===== src/rtl/brg_pkg.sv =====
`timescale 1ns/1ps
package brg_pkg;

    // Default geometry of the rate setting.
    localparam int unsigned DEF_DIV_W      = 7;
    localparam int unsigned DEF_PRE_FACTOR = 8;
    localparam logic [7:0]  DEF_RESET_CFG  = 8'h23;

    // Whether the extra prescale stage sits in the strobe path.
    typedef enum logic {
        PRE_BYPASS  = 1'b0,
        PRE_ENGAGED = 1'b1
    } pre_mode_e;

endpackage


===== src/rtl/brg_cfg_hold.sv =====
`timescale 1ns/1ps
module brg_cfg_hold #(
    parameter int unsigned      CFG_W     = 8,
    parameter logic [CFG_W-1:0] RESET_CFG = 8'h23
) (
    input  logic             clk_i,
    input  logic             rst_i,
    input  logic             wr_i,
    input  logic [CFG_W-1:0] wdata_i,
    input  logic             boundary_i,
    output logic [CFG_W-1:0] act_cfg_o
);

    typedef struct packed {
        logic [CFG_W-1:0] act;
        logic [CFG_W-1:0] pend;
        logic             pend_vld;
    } hold_t;

    hold_t state_d;
    hold_t state_q;

    always_comb begin
        state_d = state_q;
        // The bit ending now hands over to the value held before this edge.
        if (boundary_i && state_q.pend_vld) begin
            state_d.act      = state_q.pend;
            state_d.pend_vld = 1'b0;
        end
        // A write lands in the holding slot; it waits for the next boundary.
        if (wr_i) begin
            state_d.pend     = wdata_i;
            state_d.pend_vld = 1'b1;
        end
        if (rst_i) begin
            state_d.act      = RESET_CFG;
            state_d.pend     = RESET_CFG;
            state_d.pend_vld = 1'b0;
        end
    end

    always_ff @(posedge clk_i) begin
        state_q <= state_d;
    end

    assign act_cfg_o = state_q.act;

endmodule


===== src/rtl/brg_prescale.sv =====
`timescale 1ns/1ps
module brg_prescale
    import brg_pkg::*;
#(
    parameter int unsigned PRE_FACTOR = 8
) (
    input  logic      clk_i,
    input  logic      rst_i,
    input  logic      ref_en_i,
    input  pre_mode_e mode_i,
    input  logic      boundary_i,
    output logic      stage_en_o
);

    localparam int unsigned PRE_W = (PRE_FACTOR > 1) ? $clog2(PRE_FACTOR) : 1;

    generate
        if (PRE_FACTOR <= 1) begin : g_bypass
            logic unused_pre;
            assign unused_pre = ^{clk_i, rst_i, mode_i, boundary_i};
            assign stage_en_o = ref_en_i;
        end else begin : g_count
            localparam logic [PRE_W-1:0] PRE_LAST = PRE_W'(PRE_FACTOR - 1);

            typedef struct packed {
                logic [PRE_W-1:0] cnt;
            } pre_t;

            pre_t state_d;
            pre_t state_q;
            logic last_w;

            assign last_w     = (state_q.cnt == PRE_LAST);
            assign stage_en_o = ref_en_i && ((mode_i == PRE_BYPASS) || last_w);

            always_comb begin
                state_d = state_q;
                if (ref_en_i && (mode_i == PRE_ENGAGED)) begin
                    state_d.cnt = last_w ? '0 : state_q.cnt + 1'b1;
                end
                // A new bit always starts its prescale phase from zero.
                if (boundary_i || (mode_i == PRE_BYPASS) || rst_i) begin
                    state_d.cnt = '0;
                end
            end

            always_ff @(posedge clk_i) begin
                state_q <= state_d;
            end
        end
    endgenerate

endmodule


===== src/rtl/brg_divider.sv =====
`timescale 1ns/1ps
module brg_divider #(
    parameter int unsigned DIV_W = 7
) (
    input  logic             clk_i,
    input  logic             rst_i,
    input  logic             stage_en_i,
    input  logic [DIV_W-1:0] limit_i,
    output logic             wrap_o,
    output logic             tick_o
);

    typedef struct packed {
        logic [DIV_W-1:0] cnt;
        logic             tick;
    } div_t;

    div_t state_d;
    div_t state_q;

    assign wrap_o = stage_en_i && (state_q.cnt == limit_i);

    always_comb begin
        state_d      = state_q;
        state_d.tick = wrap_o;
        if (stage_en_i) begin
            state_d.cnt = wrap_o ? '0 : state_q.cnt + 1'b1;
        end
        if (rst_i) begin
            state_d.cnt  = '0;
            state_d.tick = 1'b0;
        end
    end

    always_ff @(posedge clk_i) begin
        state_q <= state_d;
    end

    assign tick_o = state_q.tick;

endmodule


===== src/rtl/radio_bitrate_gen.sv =====
`timescale 1ns/1ps
module radio_bitrate_gen
    import brg_pkg::*;
#(
    parameter int unsigned     DIV_W      = DEF_DIV_W,
    parameter int unsigned     PRE_FACTOR = DEF_PRE_FACTOR,
    parameter logic [DIV_W:0]  RESET_CFG  = DEF_RESET_CFG
) (
    input  logic             clk_i,
    input  logic             rst_i,
    input  logic             ref_en_i,
    input  logic             cfg_wr_i,
    input  logic [DIV_W:0]   cfg_data_i,
    output logic             bit_tick_o
);

    localparam int unsigned CFG_W = DIV_W + 1;

    logic [CFG_W-1:0] act_cfg;
    logic             stage_en;
    logic             wrap;
    pre_mode_e        pre_mode;

    assign pre_mode = act_cfg[DIV_W] ? PRE_ENGAGED : PRE_BYPASS;

    brg_cfg_hold #(
        .CFG_W     (CFG_W),
        .RESET_CFG (RESET_CFG)
    ) u_cfg (
        .clk_i      (clk_i),
        .rst_i      (rst_i),
        .wr_i       (cfg_wr_i),
        .wdata_i    (cfg_data_i),
        .boundary_i (wrap),
        .act_cfg_o  (act_cfg)
    );

    brg_prescale #(
        .PRE_FACTOR (PRE_FACTOR)
    ) u_pre (
        .clk_i      (clk_i),
        .rst_i      (rst_i),
        .ref_en_i   (ref_en_i),
        .mode_i     (pre_mode),
        .boundary_i (wrap),
        .stage_en_o (stage_en)
    );

    brg_divider #(
        .DIV_W (DIV_W)
    ) u_div (
        .clk_i      (clk_i),
        .rst_i      (rst_i),
        .stage_en_i (stage_en),
        .limit_i    (act_cfg[DIV_W-1:0]),
        .wrap_o     (wrap),
        .tick_o     (bit_tick_o)
    );

endmodule


===== config.mk =====
export PLATFORM = sky130hd
export DESIGN_NAME = radio_bitrate_gen
export DESIGN_NICKNAME = d
export VERILOG_FILES = /design/src/rtl/brg_pkg.sv /design/src/rtl/brg_cfg_hold.sv /design/src/rtl/brg_prescale.sv /design/src/rtl/brg_divider.sv /design/src/rtl/radio_bitrate_gen.sv
export SDC_FILE = /design/constraint.sdc
export NUM_CORES = 1
export LEC_CHECK = 0
export BUFFER_PORTS_ARGS = -buffer_cell sky130_fd_sc_hd__buf_2
export CORE_AREA = 2 2 63 50
export DETAILED_ROUTE_END_ITERATION = 10
export DIE_AREA = 0 0 65 52
export GPL_ROUTABILITY_DRIVEN = 0
export GPL_TIMING_DRIVEN = 0
export MAX_ROUTING_LAYER = met4
export PLACE_DENSITY_LB_ADDON = 0.3
export SETUP_SLACK_MARGIN = 0.15
export SKIP_LAST_GASP = 1
export SLEW_MARGIN = 20
export SYNTH_ARGS = -nofsm -noshare
export SYNTH_HDL_FRONTEND = slang
export SYNTH_SLANG_ARGS = --single-unit

===== constraint.sdc =====
create_clock -name clk_i -period 1.8 [get_ports clk_i]
set_input_delay 0.09 -clock clk_i [delete_from_list [all_inputs] [get_ports clk_i]]
set_output_delay 0.09 -clock clk_i [all_outputs]
set_load 0.005 [all_outputs]

# After elaboration in Yosys (flattened, before gate mapping)
# Index checks and enable logic that the tools add are counted.
totals:
  regBits: 28
  out_inout_bits: 1
op_classes:
  addsub: 2
  n_eq_ne: 2
  muxes: 5
  bitwise: 1
  reduce_logical: 8
ops:
  columns: ["operator", "n"]
  rows:
  - ["$add 7x1->7 const B", 1]
  - ["$eq 7x7->1", 1]
  - ["$mux 7", 1]
  - ["$logic_and 1x1->1", 4]
  - ["$add 3x1->3 const B", 1]
  - ["$eq 3x3->1 const B", 1]
  - ["$logic_or 1x1->1", 3]
  - ["$mux 1", 3]
  - ["$mux 3", 1]
  - ["$reduce_bool 2->1", 1]
  - ["$not 1->1", 1]

# Depth between registers and ports, before layout
depth:
  ltp_word: 8
  ltp_mapped: 8
  depth_no_buf: 7

# Hierarchy
# From an unflattened synthesis, not the netlist that was laid out.
unflattened:
  cells_unflattened: 130
  hier_area_um2: 1310.0
modules_own_cells:
  columns: ["mod", "n_inst", "cells_per_inst", "area_each_um2"]
  rows:
  - ["brg_cfg_hold", 1, 71, 737.0]
  - ["brg_divider", 1, 44, 416.6]
  - ["brg_prescale", 1, 15, 156.4]

# Worst setup path before layout
# OpenSTA, ideal clock, no wires.
synth_path:
  kind: "register to register"
  from: "register u_pre.g_count.state_q[0] (netlist name)"
  to: "register u_cfg.state_q, in the netlist u_cfg.act_cfg_o[0]"
  setup_time_ns: 0.120
  t_arrival_ns: 1.911
  slack_ns: -0.231
  path_stages_with_launch: 8
  path_buffers: 1
  period_less_slack_ns: 2.031
  cell_sequence: "dfxtp_1 ha_1 ha_1 nor2b_1 or3_1 or4_1 buf_6 a211o_1"
synth_between:
  elab_chain_len: 5
synth_lines:
  columns: ["element", "line", "source"]
  rows:
  - ["start: declaration", "brg_prescale.sv:30", "pre_t state_q;"]
  - ["start signal: assignment", "brg_prescale.sv:48", "state_q <= state_d;"]
  - ["$eq 3x3->1", "brg_prescale.sv:33", "assign last_w = (state_q.cnt == PRE_LAST);"]
  - ["$logic_or 1x1->1", "brg_prescale.sv:34", "assign stage_en_o = ref_en_i && ((mode_i == PRE_BYPASS) || last_w);"]
  - ["$logic_and 1x1->1", "brg_prescale.sv:34", null]
  - ["$logic_and 1x1->1", "brg_divider.sv:21", "assign wrap_o = stage_en_i && (state_q.cnt == limit_i);"]
  - ["$logic_and 1x1->1", "brg_cfg_hold.sv:26", "if (boundary_i && state_q.pend_vld) begin"]
  - ["end signal: assignment", "brg_cfg_hold.sv:43", "state_q <= state_d;"]
  - ["end: declaration", "brg_cfg_hold.sv:21", "hold_t state_q;"]
# Every way passes these cells.
# A chain may end at the register's enable or synchronous reset.

# Worst setup path in the final report
layout_path:
  from: "register u_pre.g_count.state_q[0] (netlist name)"
  to: "register u_cfg.state_q, in the netlist u_cfg.act_cfg_o[5]"
# The elaborated chain is that of the path after synthesis.

==> results.py <==
metrics = {
    "layout": {
        "drive_gt1_frac": 0.278,
        "nFillCells": 259,
        "fin_nets": 160,
        "area_growth_pct": 25.7,
        "antenna_cells": 0,
    },
    "global_routing": {
        "grt_pass1_vias": 976,
        "antenna_found_initial": 0,
        "grt_overflow": 0,
        "grt_use_total": 0.177,
        "grt_max_degree": 17,
        "grt_pass1_wl_um": 4360,
    },
    "route": {
        "wirelength_um": 2380,
        "drt_iter0_markers": 20,
        "wl_per_cell_um": 13.1,
        "drtPass1Iterations": 4,
        "ant_nets": 0,
        "viasPerCell": 5.02,
        "drc_errors": 0,
        "num_vias": 913,
    },
    "floorplan": {
        "dieWidth_um": 65,
        "num_rows": 17,
        "die-height_um": 52,
        "dieArea_um2": 3380,
        "initial_core_util": 0.423,
        "top_level_ports": 13,
        "core_um2": 2790,
    },
    "synth": {
        "yosys_warnings": 0,
        "synth_top_cell_area_share": 0.476,
        "synth.area.top_cells": "dfxtp_1, mux2i_1, xnor2_1, nor2_1, a211o_1",
        "synth.avg_cell_area_um2": 9.51,
        "synth-main-ff-cell": "dfxtp_1",
        "ys_ff_latch": 28,
        "synthArstFlopShare": 0,
        "yosysSeqAreaShare": 0.476,
        "yosysTopAreaCell": "dfxtp_1",
        "synth_common_cells": "dfxtp_1, nor2_1, mux2i_1",
        "syn_nets": 139,
        "syn_inst": 124,
        "synth_area_um2": 1180,
        "synthMostInstantiatedCell": "dfxtp_1",
        "synth-edff-count": 0,
        "ys_types": 25,
    },
    "sta": {
        "setup_viol": 8,
        "fin_crit_sh": 1.13,
        "fin_worst_skew_ps": 2.99,
        "rsz0062_at_grt": "yes",
        "period_minus_slack_ps": 2030,
        "final_hold_viol_count": 0,
        "drv_slew": 0,
        "max_freq_mhz": 492,
        "totalNegativeSetupSlack_ps": -1490,
        "tightest_slew_ps": 614,
        "fin_ws_ps": -232,
        "max_slew_margin": 0.591,
    },
    "worst_setup_path": {
        "cp_data_arrival_time_ps": 2210,
        "crit_path_end_kind": "register",
        "worst-path-max-fanout": 8,
        "critPathKind": "reg2reg",
        "startpoint_type": "register",
        "worstPathRequired_ps": 1970,
    },
    "clock_network": {
        "cts_tree": "built",
        "clkLatencyLatePin_ps": 280,
        "clock_sinks": 28,
        "cts-htree-levels": 1,
        "cts_buffer_depth": 2,
        "root_buffer": "clkbuf_8",
        "cts_buffers": 3,
        "path_clk_slew_ps": 90,
        "cts_hold_buf": 0,
    },
    "min_path": {
        "hp-class": "in2reg",
    },
    "pwr": {
        "p_per_area_nw_per_um2": 823,
        "p_leak_uw": 0.000630,
        "power_uw": 1220,
        "peakVddDrop_mv": 0.344,
    },
    "flow_run": {
        "drv_cap": 0,
    },
    "placed_design": {
        "portBuffers": 12,
        "preCtsSetupSlack_ps": -232,
        "dp_hpwl_um": 1670,
    },
    "outcome": {
        "status": "finished with violations",
        "failed_checks": "setup timing",
    },
}
path summary, 6_finish.rpt:
| kind | startpoint | end | slack (ps) | depth (start not counted) |
|---|---|---|---|---|
| setup / recovery | u_pre.g_count.state_q[0]$_SDFFE_PP0P_ | u_cfg.act_cfg_o[5]$_SDFFE_PP1P_ | -230 | 7 |
| hold / removal | cfg_data_i[1] | u_cfg.state_q[2]$_SDFFE_PP1P_ | 10 | 2 |
| setup reg to reg | u_pre.g_count.state_q[0]$_SDFFE_PP0P_ | u_cfg.act_cfg_o[5]$_SDFFE_PP1P_ | -230 | 7 |
| hold reg to reg | u_div.state_q[2]$_SDFFE_PP0P_ | u_div.state_q[2]$_SDFFE_PP0P_ | 500 | 2 |
registers in the layout, indices dropped and copies added (netlist names):
register / flops
u_cfg.state_q: 9
u_div.tick_o: 1
u_pre.g_count.state_q: 3
u_cfg.act_cfg_o: 8
u_div.state_q: 7
cells by family after synthesis:
| kind of cell | after synthesis | synth area share |
|---|---|---|
| AND/OR/NAND/NOR | 49 | 0.204 |
| XOR/XNOR | 12 | 0.0892 |
| AO/OA/AOI/OAI | 12 | 0.0701 |
| flip-flops | 28 | 0.476 |
| multiplexers | 11 | 0.0934 |
| adder cells (fa/ha/maj) | 3 | 0.0319 |
| buffers and inverters | 9 | 0.0361 |
area by class of cell:
cell class,count,area [um2],share of cell area
multi-input combinational,87,653,0.441
sequential,28,567,0.383
timing repair buffer,16,90.1,0.0608
tap,38,47.5,0.0321
clock buffer,3,41.3,0.0279
buffer,5,37.5,0.0253
clock inverter,1,30.0,0.0203
inverter,4,15.0,0.0101
power breakdown:
part           total (uW)  internal [uW]  switching, uW
logic                78.0           38.5           39.5
clock network         492            298            194
registers             649            636           13.2
critical path, stage by stage, from the launching register on:
cell	delay, ps
dfxtp_2	370
ha_4	140
ha_4	140
nor2b_4	40
or3_4	370
or4_4	440
buf_8	160
a211o_1	280
layer usage:
layer  vias to the layer above  share of wire  GRT usage
met5                         -              0          -
met4                         0         0.0092     0.0532
met3                         2          0.031     0.0519
met2                        12           0.49      0.313
met1                       436           0.47      0.196
li1                        463              -          -
stage by stage:
stage	std cells	util	hold slack (ps)	instance area (um2)
after global placement	174	0.475	297	1320
final	182	0.532	14.1	1480
after floorplan	124	-	212	1210
after CTS	182	0.530	14.9	1480
after global routing	182	0.532	14.7	1480
after detailed placement	174	0.475	302	1320
cells in the final DEF, fill, tap and decap left out:
cell type  instances
dfxtp_1           23
nor2_1            19
buf_2             12
mux2i_1           11
xnor2_1            9
a211o_1            6
nor3_1             6
nand2_1            5
dfxtp_2            5
and3_1             4
a21oi_1            4
buf_4              4
clkbuf_1           3
nor2b_1            3
inv_1              3
or4_4              3
clkbuf_8           3
xor2_1             2
ha_4               2
xnor2_2            1
nand4_1            1
inv_2              1
nor2b_4            1
or3_4              1
buf_8              1
o21ai_4            1
a21oi_2            1
nand2b_1           1
buf_6              1
nor2_2             1
nor3b_1            1
nand3_1            1
nand3_2            1
or3_1              1
ha_1               1
bufinv_16          1
what timing repair did:
action,in CTS,in global routing
pin swaps,5,0
buffers inserted,4,0
endpoints found under the setup margin,19,19
resized for setup,15,1
(Power assumes the default switching activity.)
